[config.mk]
export PLATFORM = sky130hd
export DESIGN_NAME = miss_tracker
export DESIGN_NICKNAME = d
export VERILOG_FILES = /design/src/rtl/mtrk_pkg.sv /design/src/rtl/mtrk_alloc.sv /design/src/rtl/mtrk_probe.sv /design/src/rtl/mtrk_entry.sv /design/src/rtl/miss_tracker.sv
export SDC_FILE = /design/constraint.sdc
export NUM_CORES = 1
export LEC_CHECK = 0
export CAP_MARGIN = 20
export CORE_ASPECT_RATIO = 0.75
export CORE_MARGIN = 2
export CORE_UTILIZATION = 36
export CTS_CLUSTER_SIZE = 25
export DETAILED_ROUTE_END_ITERATION = 12
export GPL_ROUTABILITY_DRIVEN = 0
export SYNTH_ARGS = -nofsm -noshare
export SYNTH_HDL_FRONTEND = slang
export SYNTH_SLANG_ARGS = --single-unit
[constraint.sdc]
create_clock -name clk -period 4.5 [get_ports clk]
set_input_delay 0.45 -clock clk [delete_from_list [all_inputs] [get_ports clk]]
set_output_delay 0.45 -clock clk [all_outputs]
set_load 0.01 [all_outputs]
[src/rtl/mtrk_pkg.sv]
package mtrk_pkg;

  typedef enum logic [1:0] {
    RQ_READ  = 2'd0,
    RQ_RDEX  = 2'd1,
    RQ_UPGR  = 2'd2,
    RQ_WBACK = 2'd3
  } req_kind_e;

  typedef enum logic [2:0] {
    RS_DATA   = 3'd0,
    RS_EXCL   = 3'd1,
    RS_ACK    = 3'd2,
    RS_NACK   = 3'd3,
    RS_WBDONE = 3'd4
  } rsp_kind_e;

  typedef enum logic [1:0] {
    PA_PASS  = 2'd0,
    PA_DEFER = 2'd1,
    PA_DROP  = 2'd2
  } probe_act_e;

  // Kinds that wait on invalidation acknowledgements
  function automatic logic kind_is_write(input logic [1:0] k);
    return (k == RQ_RDEX) || (k == RQ_UPGR);
  endfunction

  // Kind to send again after a NACK
  function automatic logic [1:0] reissue_kind(input logic [1:0] k);
    return (k == RQ_UPGR) ? RQ_RDEX : k;
  endfunction

endpackage

[src/rtl/mtrk_alloc.sv]
module mtrk_alloc #(
  parameter int ENTRIES = 4,
  localparam int TAG_W = (ENTRIES > 1) ? $clog2(ENTRIES) : 1
) (
  input  logic [ENTRIES-1:0] busy_i,
  output logic               free_any_o,
  output logic [TAG_W-1:0]   free_idx_o
);

  always_comb begin
    free_idx_o = '0;
    for (int i = ENTRIES - 1; i >= 0; i--) begin
      if (!busy_i[i]) free_idx_o = TAG_W'(i);
    end
  end

  assign free_any_o = ~&busy_i;

endmodule

[src/rtl/mtrk_probe.sv]
module mtrk_probe
  import mtrk_pkg::*;
#(
  parameter int ENTRIES = 4,
  parameter int LINE_W  = 16
) (
  input  logic                            ivn_valid_i,
  input  logic                            ivn_inval_i,
  input  logic [LINE_W-1:0]               ivn_line_i,
  input  logic [ENTRIES-1:0]              busy_i,
  input  logic [ENTRIES-1:0][1:0]         kind_i,
  input  logic [ENTRIES-1:0][LINE_W-1:0]  line_i,
  output logic [1:0]                      act_o,
  output logic [ENTRIES-1:0]              poison_o,
  output logic [ENTRIES-1:0]              defer_o
);

  logic [ENTRIES-1:0] hit, wb_hit, wr_hit, rd_hit;
  logic any_wb, any_wr;

  for (genvar i = 0; i < ENTRIES; i++) begin : g_match
    assign hit[i]    = ivn_valid_i && busy_i[i] && (line_i[i] == ivn_line_i);
    assign wb_hit[i] = hit[i] && (kind_i[i] == RQ_WBACK);
    assign wr_hit[i] = hit[i] && kind_is_write(kind_i[i]);
    assign rd_hit[i] = hit[i] && (kind_i[i] == RQ_READ);
  end

  assign any_wb = |wb_hit;
  assign any_wr = |wr_hit;

  // Writeback outranks write; anything else passes to the cache
  always_comb begin
    if (any_wb)      act_o = PA_DROP;
    else if (any_wr) act_o = PA_DEFER;
    else             act_o = PA_PASS;
  end

  assign poison_o = rd_hit & {ENTRIES{ivn_inval_i}};
  assign defer_o  = wr_hit & {ENTRIES{~any_wb}};

endmodule

[src/rtl/mtrk_entry.sv]
module mtrk_entry
  import mtrk_pkg::*;
#(
  parameter int LINE_W = 16,
  parameter int CNT_W  = 6
) (
  input  logic              clk,
  input  logic              rst_n,
  input  logic              alloc_i,
  input  logic [1:0]        alloc_kind_i,
  input  logic [LINE_W-1:0] alloc_line_i,
  input  logic              rsp_hit_i,
  input  logic [2:0]        rsp_kind_i,
  input  logic [CNT_W-2:0]  rsp_count_i,
  input  logic              poison_i,
  input  logic              defer_i,
  output logic              busy_o,
  output logic [1:0]        kind_o,
  output logic [LINE_W-1:0] line_o,
  output logic              fin_o,
  output logic              fin_usable_o,
  output logic              fin_defer_o,
  output logic              nack_o
);

  logic              busy_q, got_q, poi_q, def_q;
  logic [1:0]        kind_q;
  logic [LINE_W-1:0] line_q;
  logic signed [CNT_W-1:0] pend_q, pend_nx;
  logic got_nx, is_wr, reply_now, ack_now, read_done, wb_done, wr_done;

  // Pending = expected acknowledgements minus received ones
  function automatic logic signed [CNT_W-1:0] ack_step(
    input logic signed [CNT_W-1:0] cur,
    input logic [CNT_W-2:0]        add,
    input logic                    sub
  );
    return cur + $signed({1'b0, add}) - (sub ? CNT_W'(1) : CNT_W'(0));
  endfunction

  assign is_wr     = kind_is_write(kind_q);
  assign reply_now = busy_q && rsp_hit_i && is_wr &&
                     (rsp_kind_i == RS_EXCL || rsp_kind_i == RS_DATA);
  assign ack_now   = busy_q && rsp_hit_i && is_wr && (rsp_kind_i == RS_ACK);
  assign read_done = busy_q && rsp_hit_i && (kind_q == RQ_READ) && (rsp_kind_i == RS_DATA);
  assign wb_done   = busy_q && rsp_hit_i && (kind_q == RQ_WBACK) && (rsp_kind_i == RS_WBDONE);
  assign nack_o    = busy_q && rsp_hit_i && (rsp_kind_i == RS_NACK);

  assign pend_nx = ack_step(pend_q, reply_now ? rsp_count_i : '0, ack_now);
  assign got_nx  = got_q | reply_now;
  assign wr_done = (reply_now || ack_now) && got_nx && (pend_nx == '0);

  assign fin_o        = read_done | wb_done | wr_done;
  assign fin_usable_o = (kind_q == RQ_READ) ? !(poi_q | poison_i) : 1'b1;
  assign fin_defer_o  = def_q | defer_i;

  always_ff @(posedge clk) begin
    if (!rst_n) begin
      busy_q <= 1'b0;
      kind_q <= RQ_READ;
      line_q <= '0;
      got_q  <= 1'b0;
      pend_q <= '0;
      poi_q  <= 1'b0;
      def_q  <= 1'b0;
    end else if (alloc_i) begin
      busy_q <= 1'b1;
      kind_q <= alloc_kind_i;
      line_q <= alloc_line_i;
      got_q  <= 1'b0;
      pend_q <= '0;
      poi_q  <= 1'b0;
      def_q  <= 1'b0;
    end else if (fin_o) begin
      busy_q <= 1'b0;
      got_q  <= 1'b0;
      pend_q <= '0;
      poi_q  <= 1'b0;
      def_q  <= 1'b0;
    end else begin
      poi_q <= poi_q | poison_i;
      def_q <= def_q | defer_i;
      if (nack_o) begin
        kind_q <= reissue_kind(kind_q);
        got_q  <= 1'b0;
        pend_q <= '0;
      end else begin
        got_q  <= got_nx;
        pend_q <= pend_nx;
      end
    end
  end

  assign busy_o = busy_q;
  assign kind_o = kind_q;
  assign line_o = line_q;

endmodule

[src/rtl/miss_tracker.sv]
module miss_tracker
  import mtrk_pkg::*;
#(
  parameter int ENTRIES = 4,
  parameter int LINE_W  = 16,
  parameter int CNT_W   = 6,
  localparam int TAG_W  = (ENTRIES > 1) ? $clog2(ENTRIES) : 1
) (
  input  logic              clk,
  input  logic              rst_n,
  input  logic              req_valid,
  input  logic [1:0]        req_kind,
  input  logic [LINE_W-1:0] req_line,
  output logic              req_ready,
  output logic [TAG_W-1:0]  req_tag,
  input  logic              rsp_valid,
  input  logic [2:0]        rsp_kind,
  input  logic [TAG_W-1:0]  rsp_tag,
  input  logic [CNT_W-2:0]  rsp_count,
  input  logic              ivn_valid,
  input  logic              ivn_inval,
  input  logic [LINE_W-1:0] ivn_line,
  output logic [1:0]        probe_act,
  output logic              cpl_valid,
  output logic [TAG_W-1:0]  cpl_tag,
  output logic              cpl_usable,
  output logic              retry_valid,
  output logic [TAG_W-1:0]  retry_tag,
  output logic [1:0]        retry_kind,
  output logic              rel_valid,
  output logic [LINE_W-1:0] rel_line
);

  logic [ENTRIES-1:0]             busy, fin, fin_usable, fin_defer, nack;
  logic [ENTRIES-1:0]             alloc_vec, rsp_hit, poison, defer;
  logic [ENTRIES-1:0][1:0]        kind_v;
  logic [ENTRIES-1:0][LINE_W-1:0] line_v;
  logic                           free_any, take;
  logic [TAG_W-1:0]               free_idx;

  // Named events for the checker and for waveform reading
  logic              ev_finish, ev_nack, ev_usable, ev_release;
  logic [LINE_W-1:0] ev_line;
  logic [1:0]        ev_rekind;

  mtrk_alloc #(.ENTRIES(ENTRIES)) u_alloc (
    .busy_i    (busy),
    .free_any_o(free_any),
    .free_idx_o(free_idx)
  );

  mtrk_probe #(.ENTRIES(ENTRIES), .LINE_W(LINE_W)) u_probe (
    .ivn_valid_i(ivn_valid),
    .ivn_inval_i(ivn_inval),
    .ivn_line_i (ivn_line),
    .busy_i     (busy),
    .kind_i     (kind_v),
    .line_i     (line_v),
    .act_o      (probe_act),
    .poison_o   (poison),
    .defer_o    (defer)
  );

  assign take = req_valid && free_any;

  for (genvar i = 0; i < ENTRIES; i++) begin : g_ent
    assign alloc_vec[i] = take && (free_idx == TAG_W'(i));
    assign rsp_hit[i]   = rsp_valid && (rsp_tag == TAG_W'(i));

    mtrk_entry #(.LINE_W(LINE_W), .CNT_W(CNT_W)) u_ent (
      .clk         (clk),
      .rst_n       (rst_n),
      .alloc_i     (alloc_vec[i]),
      .alloc_kind_i(req_kind),
      .alloc_line_i(req_line),
      .rsp_hit_i   (rsp_hit[i]),
      .rsp_kind_i  (rsp_kind),
      .rsp_count_i (rsp_count),
      .poison_i    (poison[i]),
      .defer_i     (defer[i]),
      .busy_o      (busy[i]),
      .kind_o      (kind_v[i]),
      .line_o      (line_v[i]),
      .fin_o       (fin[i]),
      .fin_usable_o(fin_usable[i]),
      .fin_defer_o (fin_defer[i]),
      .nack_o      (nack[i])
    );
  end

  // Only the addressed entry can finish or be refused in a cycle
  assign ev_finish  = |fin;
  assign ev_nack    = |nack;
  assign ev_usable  = fin_usable[rsp_tag];
  assign ev_release = fin[rsp_tag] && fin_defer[rsp_tag];
  assign ev_line    = line_v[rsp_tag];
  assign ev_rekind  = reissue_kind(kind_v[rsp_tag]);

  always_ff @(posedge clk) begin
    if (!rst_n) begin
      cpl_valid   <= 1'b0;
      cpl_tag     <= '0;
      cpl_usable  <= 1'b0;
      retry_valid <= 1'b0;
      retry_tag   <= '0;
      retry_kind  <= RQ_READ;
      rel_valid   <= 1'b0;
      rel_line    <= '0;
    end else begin
      cpl_valid   <= ev_finish;
      retry_valid <= ev_nack;
      rel_valid   <= ev_release;
      if (ev_finish) begin
        cpl_tag    <= rsp_tag;
        cpl_usable <= ev_usable;
      end
      if (ev_nack) begin
        retry_tag  <= rsp_tag;
        retry_kind <= ev_rekind;
      end
      if (ev_release) rel_line <= ev_line;
    end
  end

  assign req_ready = free_any;
  assign req_tag   = free_idx;

endmodule

==> results of run 1 <==
[worst reg2reg max path: cells and delay by family (launching register included)]
family                     cells  cell delay (ns)
AOI/OAI and AO/OA              4             0.94
and+or+nand+nor                7             1.33
adders and majority gates      3             0.90
buffers and inverters          4             0.39
DFF                            1             0.44
[state kept, by name, summed over array words and instances (netlist names), 2 cells and up]
| signal | cells |
|---|---|
| g_ent.u_ent.def_q | 4 |
| g_ent.u_ent.line_o | 64 |
| rel_line | 16 |
| g_ent.u_ent.pend_q | 24 |
| g_ent.u_ent.poi_q | 4 |
| g_ent.u_ent.kind_o | 8 |
| cpl_tag | 2 |
| retry_kind | 2 |
| g_ent.u_ent.busy_o | 4 |
| g_ent.u_ent.got_q | 4 |
| retry_tag | 2 |
[cell usage after synthesis (9+ instances only)]
library cell / instances / share of area (%)
xnor2_1: 47 / 5.1
clkbuf_1: 35 / 1.6
ha_1: 52 / 8.0
xor2_1: 26 / 2.8
a21oi_1: 87 / 5.4
mux2i_1: 19 / 2.3
or2_2: 9 / 0.70
inv_1: 87 / 4.0
nor2_1: 55 / 2.5
and2_1: 16 / 1.2
nand2_1: 196 / 9.1
dfxtp_1: 138 / 34
mux4_2: 18 / 5.0
o21ai_0: 11 / 0.68
nand4_1: 13 / 1.0
nand3_1: 22 / 1.4
nor3_1: 14 / 0.87
nand2b_1: 9 / 0.70
a21o_1: 9 / 0.83
[logic make-up after synthesis]
| logic type | after synthesis | synth area share [%] |
|---|---|---|
| buffers and inverters | 139 | 7.308 |
| xor gates and xnor gates | 76 | 8.498 |
| adders and majority gates | 56 | 9.023 |
| and+or+nand+nor | 377 | 21.79 |
| muxes | 39 | 7.633 |
| DFF | 138 | 34.12 |
| AOI/OAI and AO/OA | 149 | 11.63 |
[stage by stage]
stage	instances	hold WS (ns)	power, mW	worst slack (ns)	TNS [ns]
2_1_floorplan	974	0.4240	1.468	0.3757	0
3_3_place_gp	1323	0.4464	1.600	0.07195	0
3_5_place_dp	1323	0.4482	1.602	-0.003784	-0.003784
4_1_cts	1355	0.4605	3.072	0.2750	0
5_1_grt	1355	0.4813	3.153	0.02478	0
6_report	1355	0.4584	3.061	0.3925	0
[power groups by stage]
stage	clock, mW	combinational, mW	sequential [mW]
3_3_place_gp	0	0.307	1.29
2_1_floorplan	0	0.182	1.29
3_5_place_dp	0	0.309	1.29
5_1_grt	1.55	0.337	1.27
4_1_cts	1.50	0.311	1.27
6_report	1.48	0.314	1.27
[final cells by class]
type / instances / area share (%)
multi-input combinational: 697 / 48.35
sequential: 138 / 28.10
tap: 294 / 3.741
clock inverter: 13 / 1.693
inverter: 88 / 3.360
timing repair buffer: 106 / 10.16
clock buffer: 19 / 4.607
[worst paths after layout]
kind	start	endpoint	slack, ns
setup reg to reg	g_ent[3].u_ent.kind_o[1]	cpl_usable	0.39
setup / recovery	g_ent[3].u_ent.kind_o[1]	cpl_usable	0.39
hold / removal	rel_line[12]	rel_line[12]	0.46
hold reg to reg	rel_line[12]	rel_line[12]	0.46
[metal layers]
layer	track usage [%]	routed length (um)	share of wire (%)
met5	0	0	0
met4	6.795	473	2.0
met3	4.620	1908	8.0
met2	27.65	9431	39
met1	31.53	12110	51
[timing repair]
action | in CTS | in global routing
buffers inserted | 0 | 0
setup endpoints to repair | 0 | 4
resized for setup | 0 | 1
==> impl_metrics.json, run 1 <==
{
  "crit_fanout": 5,
  "grt_overflow": 0,
  "rsz0062_at_grt": "no",
  "yosysSeqAreaShare_pct": 34.12,
  "drt_pass1_iterations": 9,
  "clockBufferDepth": 2,
  "multi_input_area_um2": 4753,
  "wl_per_cell_um": 17.66,
  "drt_wl_total_um": 23930,
  "worst_slew_pin_slew_ns": 1.040,
  "synth_nets": 1080,
  "area_growth_pct": 21.42,
  "via_per_inst": 5.136,
  "hp-class": "register to register",
  "drive_gt1_share_pct": 10.08,
  "io_buffers": 80,
  "critPathMaxStageDelay_ns": 0.44,
  "via_count": 6959,
  "antenna_found_initial": 0,
  "avgSynthCellArea_um2": 8.314,
  "max-vdd-ir-drop_mv": 0.2238,
  "fp.dieW_um": 177.2,
  "final_cell_area_um2": 9832,
  "period_share_pct": 91.28,
  "dieArea_um2": 23720,
  "io_pins": 81,
  "p_comb_share_pct": 10.3,
  "drt.antenna.violating_nets": 0,
  "die_h_um": 133.9,
  "clk_latency_ns": 0.43,
  "mostFrequentLayoutCells": "nand2_1 (196), dfxtp_1 (138), inv_1 (87), a21oi_1 (87), clkdlybuf4s50_1 (78)",
  "grt_pass1_wl_um": 36920,
  "crit_chain": "inv_1 -> ha_1 -> inv_1 -> or2_2 -> nor3_2 -> nand2_1 -> ha_1 -> inv_1 -> ha_1 -> a21o_1 -> a21oi_1 -> nand4b_1 -> nand3_1 -> a31oi_1 -> nand3_1 -> buf_4 -> or2_2 -> a311oi_1",
  "crit_family": "simple AND/OR/NAND/NOR gates",
  "cts_buffers": 17,
  "p_leak_nw": 3.729,
  "final_core_util_pct": 44.58,
  "cts_tree": "built",
  "start_kind": "register",
  "fmaxAchievable_ghz": 0.2435,
  "cp.required_ns": 4.82,
  "synth.distinct_cells": 73,
  "root_buffer": "clkbuf_16",
  "diodes": 0,
  "nNetsFinal": 1154,
  "grt_pass1_vias": 6461,
  "track_usage_pct": 20.50,
  "setup_viol": 0,
  "htreeDepth": 4,
  "sw_frac_of_total_pct": 25.47,
  "ctsHoldBuffers": 0,
  "postSynthCellCount": 974,
  "crit_cells": 18,
  "fill_cells": 2193,
  "maxSlewHeadroom_pct": 30.58,
  "regArea_um2": 2763,
  "clk_pin_slew_worst_paths_ns": 0.06,
  "dpl_cell_area_um2": 9208,
  "yosysWarnings": 0,
  "final_common_cell": "nand2_1",
  "pwr-share-seq_pct": 41.4,
  "synthArstFlopShare_pct": 0,
  "synth_edf_count": 0,
  "cts_sinks": 138,
  "core_area_um2": 22050,
  "syn_area_um2": 8098,
  "skew_ns": 0.008812,
  "critPathCaptureType": "register",
  "path_class": "register to register",
  "cellPowerDensity_nw_per_um2": 311.3,
  "slowest_stage": "dfxtp_1",
  "rr_worst_depth": 18,
  "rows": 47,
  "cp.arrival_ns": 4.43,
  "yosys_most_used_dff": "dfxtp_1",
  "ys_ff_latch": 138,
  "slew_violations": 0,
  "hold_viol_final": 0,
  "drc_errors": 0,
  "cp.buffers_inverters": 4,
  "hold-path-cell-count": 2,
  "hpwlAfterDp_um": 17910,
  "power.switching_uw": 779.4,
  "layout_min_cycle_time_ns": 4.107,
  "maxCapViolations": 0,
  "intPower_mw": 2.281,
  "initial_core_util_pct": 36.72,
  "grt_max_degree": 45,
  "outcome": "finished, final reports clean",
  "power.share.clock_pct": 48.3,
  "dr.first_iter.drc_count": 673
}
Power figures use the tool's default switching activity.
==> run 2, diff against run 1 <==
- CTS_CLUSTER_SIZE: 25 -> 20
- clock period: 4.5 -> 3.9 ns (I/O delays scaled with it)
==> impl_metrics.json, run 2 (synthesis gave the netlist of run 1 again) <==
{
  "grt_overflow": 0,
  "io_pins": 81,
  "slew_violations": 0,
  "hp-class": "register to register",
  "via_count": 7218,
  "largest_reg_flops": 64,
  "initial_core_util_pct": 36.72,
  "io_buffers": 80,
  "p_leak_nw": 4.107,
  "fmaxAchievable_ghz": 0.2630,
  "htreeDepth": 4,
  "nNetsFinal": 1212,
  "start_kind": "register",
  "fp.dieW_um": 177.2,
  "cp.arrival_ns": 4.16,
  "grt_max_degree": 53,
  "crit_fanout": 8,
  "final_common_cell": "nand2_1",
  "clk_latency_ns": 0.43,
  "layout_min_cycle_time_ns": 3.802,
  "drt_wl_total_um": 25040,
  "drive_gt1_share_pct": 18.59,
  "dieArea_um2": 23720,
  "worst_slew_pin_slew_ns": 0.7952,
  "diodes": 0,
  "period_share_pct": 97.50,
  "clockBufferDepth": 2,
  "wl_per_cell_um": 17.72,
  "cts_buffers": 17,
  "setup_viol": 0,
  "hpwlAfterDp_um": 18340,
  "path_class": "register to register",
  "cts_tree": "built",
  "die_h_um": 133.9,
  "grt_pass1_wl_um": 38170,
  "final_cells": 1413,
  "hold_viol_final": 0,
  "cp.required_ns": 4.26,
  "clk_pin_slew_worst_paths_ns": 0.07,
  "antenna_found_initial": 0,
  "drt_pass1_iterations": 5,
  "cellPowerDensity_nw_per_um2": 338.3,
  "cts_sinks": 138,
  "skew_ns": 0.01058,
  "area_growth_pct": 31.07,
  "root_buffer": "clkbuf_16",
  "dr.first_iter.drc_count": 666,
  "dp_cells": 1376,
  "max-vdd-ir-drop_mv": 0.2877,
  "rows": 47,
  "via_per_inst": 5.108,
  "drc_errors": 0,
  "ctsHoldBuffers": 0,
  "outcome": "finished, final reports clean",
  "track_usage_pct": 21.11,
  "maxCapViolations": 0,
  "maxSlewHeadroom_pct": 46.79,
  "core_area_um2": 22050,
  "critPathCaptureType": "register",
  "drt.antenna.violating_nets": 0,
  "grt_pass1_vias": 6706,
  "final.setup.tns_ns": 0,
  "mostFrequentLayoutCells": "nand2_1 (192), dfxtp_1 (134), inv_1 (84), a21oi_1 (84), buf_4 (79)"
}
-- run 2: changes by cell type in the layout (fill, tap and decap cells not counted), moves of 4 or more --
| cell | change |
|---|---|
| dfxtp_1 | -4 |
| nand2_1 | -4 |
| buf_4 | +54 |
| dfxtp_2 | +4 |
| ha_4 | +7 |
| nand2_2 | +4 |
| ha_1 | -8 |
-- run 2: through the flow --
step / instance area [um^2] / total power, mW / setup WS [ns] / utilization (%) / hold slack, ns
after floorplan: 8114 / 1.694 / 0.006232 / - / 0.4240
after global placement: 9617 / 1.858 / -0.4840 / 43.61 / 0.4467
after detailed placement: 9617 / 1.860 / -0.5678 / 43.61 / 0.4510
after CTS: 10280 / 3.585 / 0.004153 / 46.60 / 0.4618
after global routing: 10610 / 3.701 / -0.04659 / 48.13 / 0.4796
final: 10610 / 3.591 / 0.09760 / 48.13 / 0.4582
-- run 2: worst paths after layout --
check | start | end | slack, ns | cells after the start
min | rel_line[12] | rel_line[12] | 0.46 | 2
max | g_ent[3].u_ent.kind_o[1] | rel_line[5] | 0.1 | 18
min reg2reg | rel_line[12] | rel_line[12] | 0.46 | 2
max reg2reg | g_ent[3].u_ent.kind_o[1] | rel_line[5] | 0.1 | 18
-- run 2: layer usage --
metal  part of all wire (%)  GRT usage [%]  vias to the layer above  routed length (um)
li1                       -              -                     3532                   -
met2                     41          29.40                      245               10280
met4                    1.1          4.821                        0                 274
met1                     51          32.65                     3414               12690
met5                      0              0                        -                   0
met3                    7.2          4.649                       27                1795
-- run 2: worst max-delay path: stages (launching register included) --
cell	delay, ns
dfxtp_2	0.33
inv_1	0.08
ha_4	0.28
inv_1	0.06
or2_4	0.26
nor3_4	0.22
buf_6	0.15
nand2_1	0.06
ha_1	0.28
inv_1	0.09
ha_4	0.21
and3_1	0.17
a211oi_2	0.21
nand3_2	0.12
a31oi_4	0.28
nand3_4	0.14
o211ai_4	0.34
clkbuf_16	0.23
mux2i_1	0.20
-- run 2: power by group --
group          switching (mW)  leakage (nW)  internal, mW
Clock                   0.698         0.298          1.04
Sequential             0.0248          1.12          1.44
Combinational           0.223          2.69         0.169
-- run 2: timing repair --
action / in CTS / in global routing
gates cloned: 0 / 2
buffers inserted: 1 / 3
endpoints found under the setup margin: 19 / 49
resized for setup: 8 / 55
pin swaps: 1 / 24
-- run 2: area by class of cell --
type	instances	area, um^2
clock buffer	18	439.2
clock inverter	14	183.9
fill	2103	11440
inverter	88	330.3
multi-input combinational	697	5044
sequential	138	2768
tap	294	367.9
timing repair buffer	164	1481
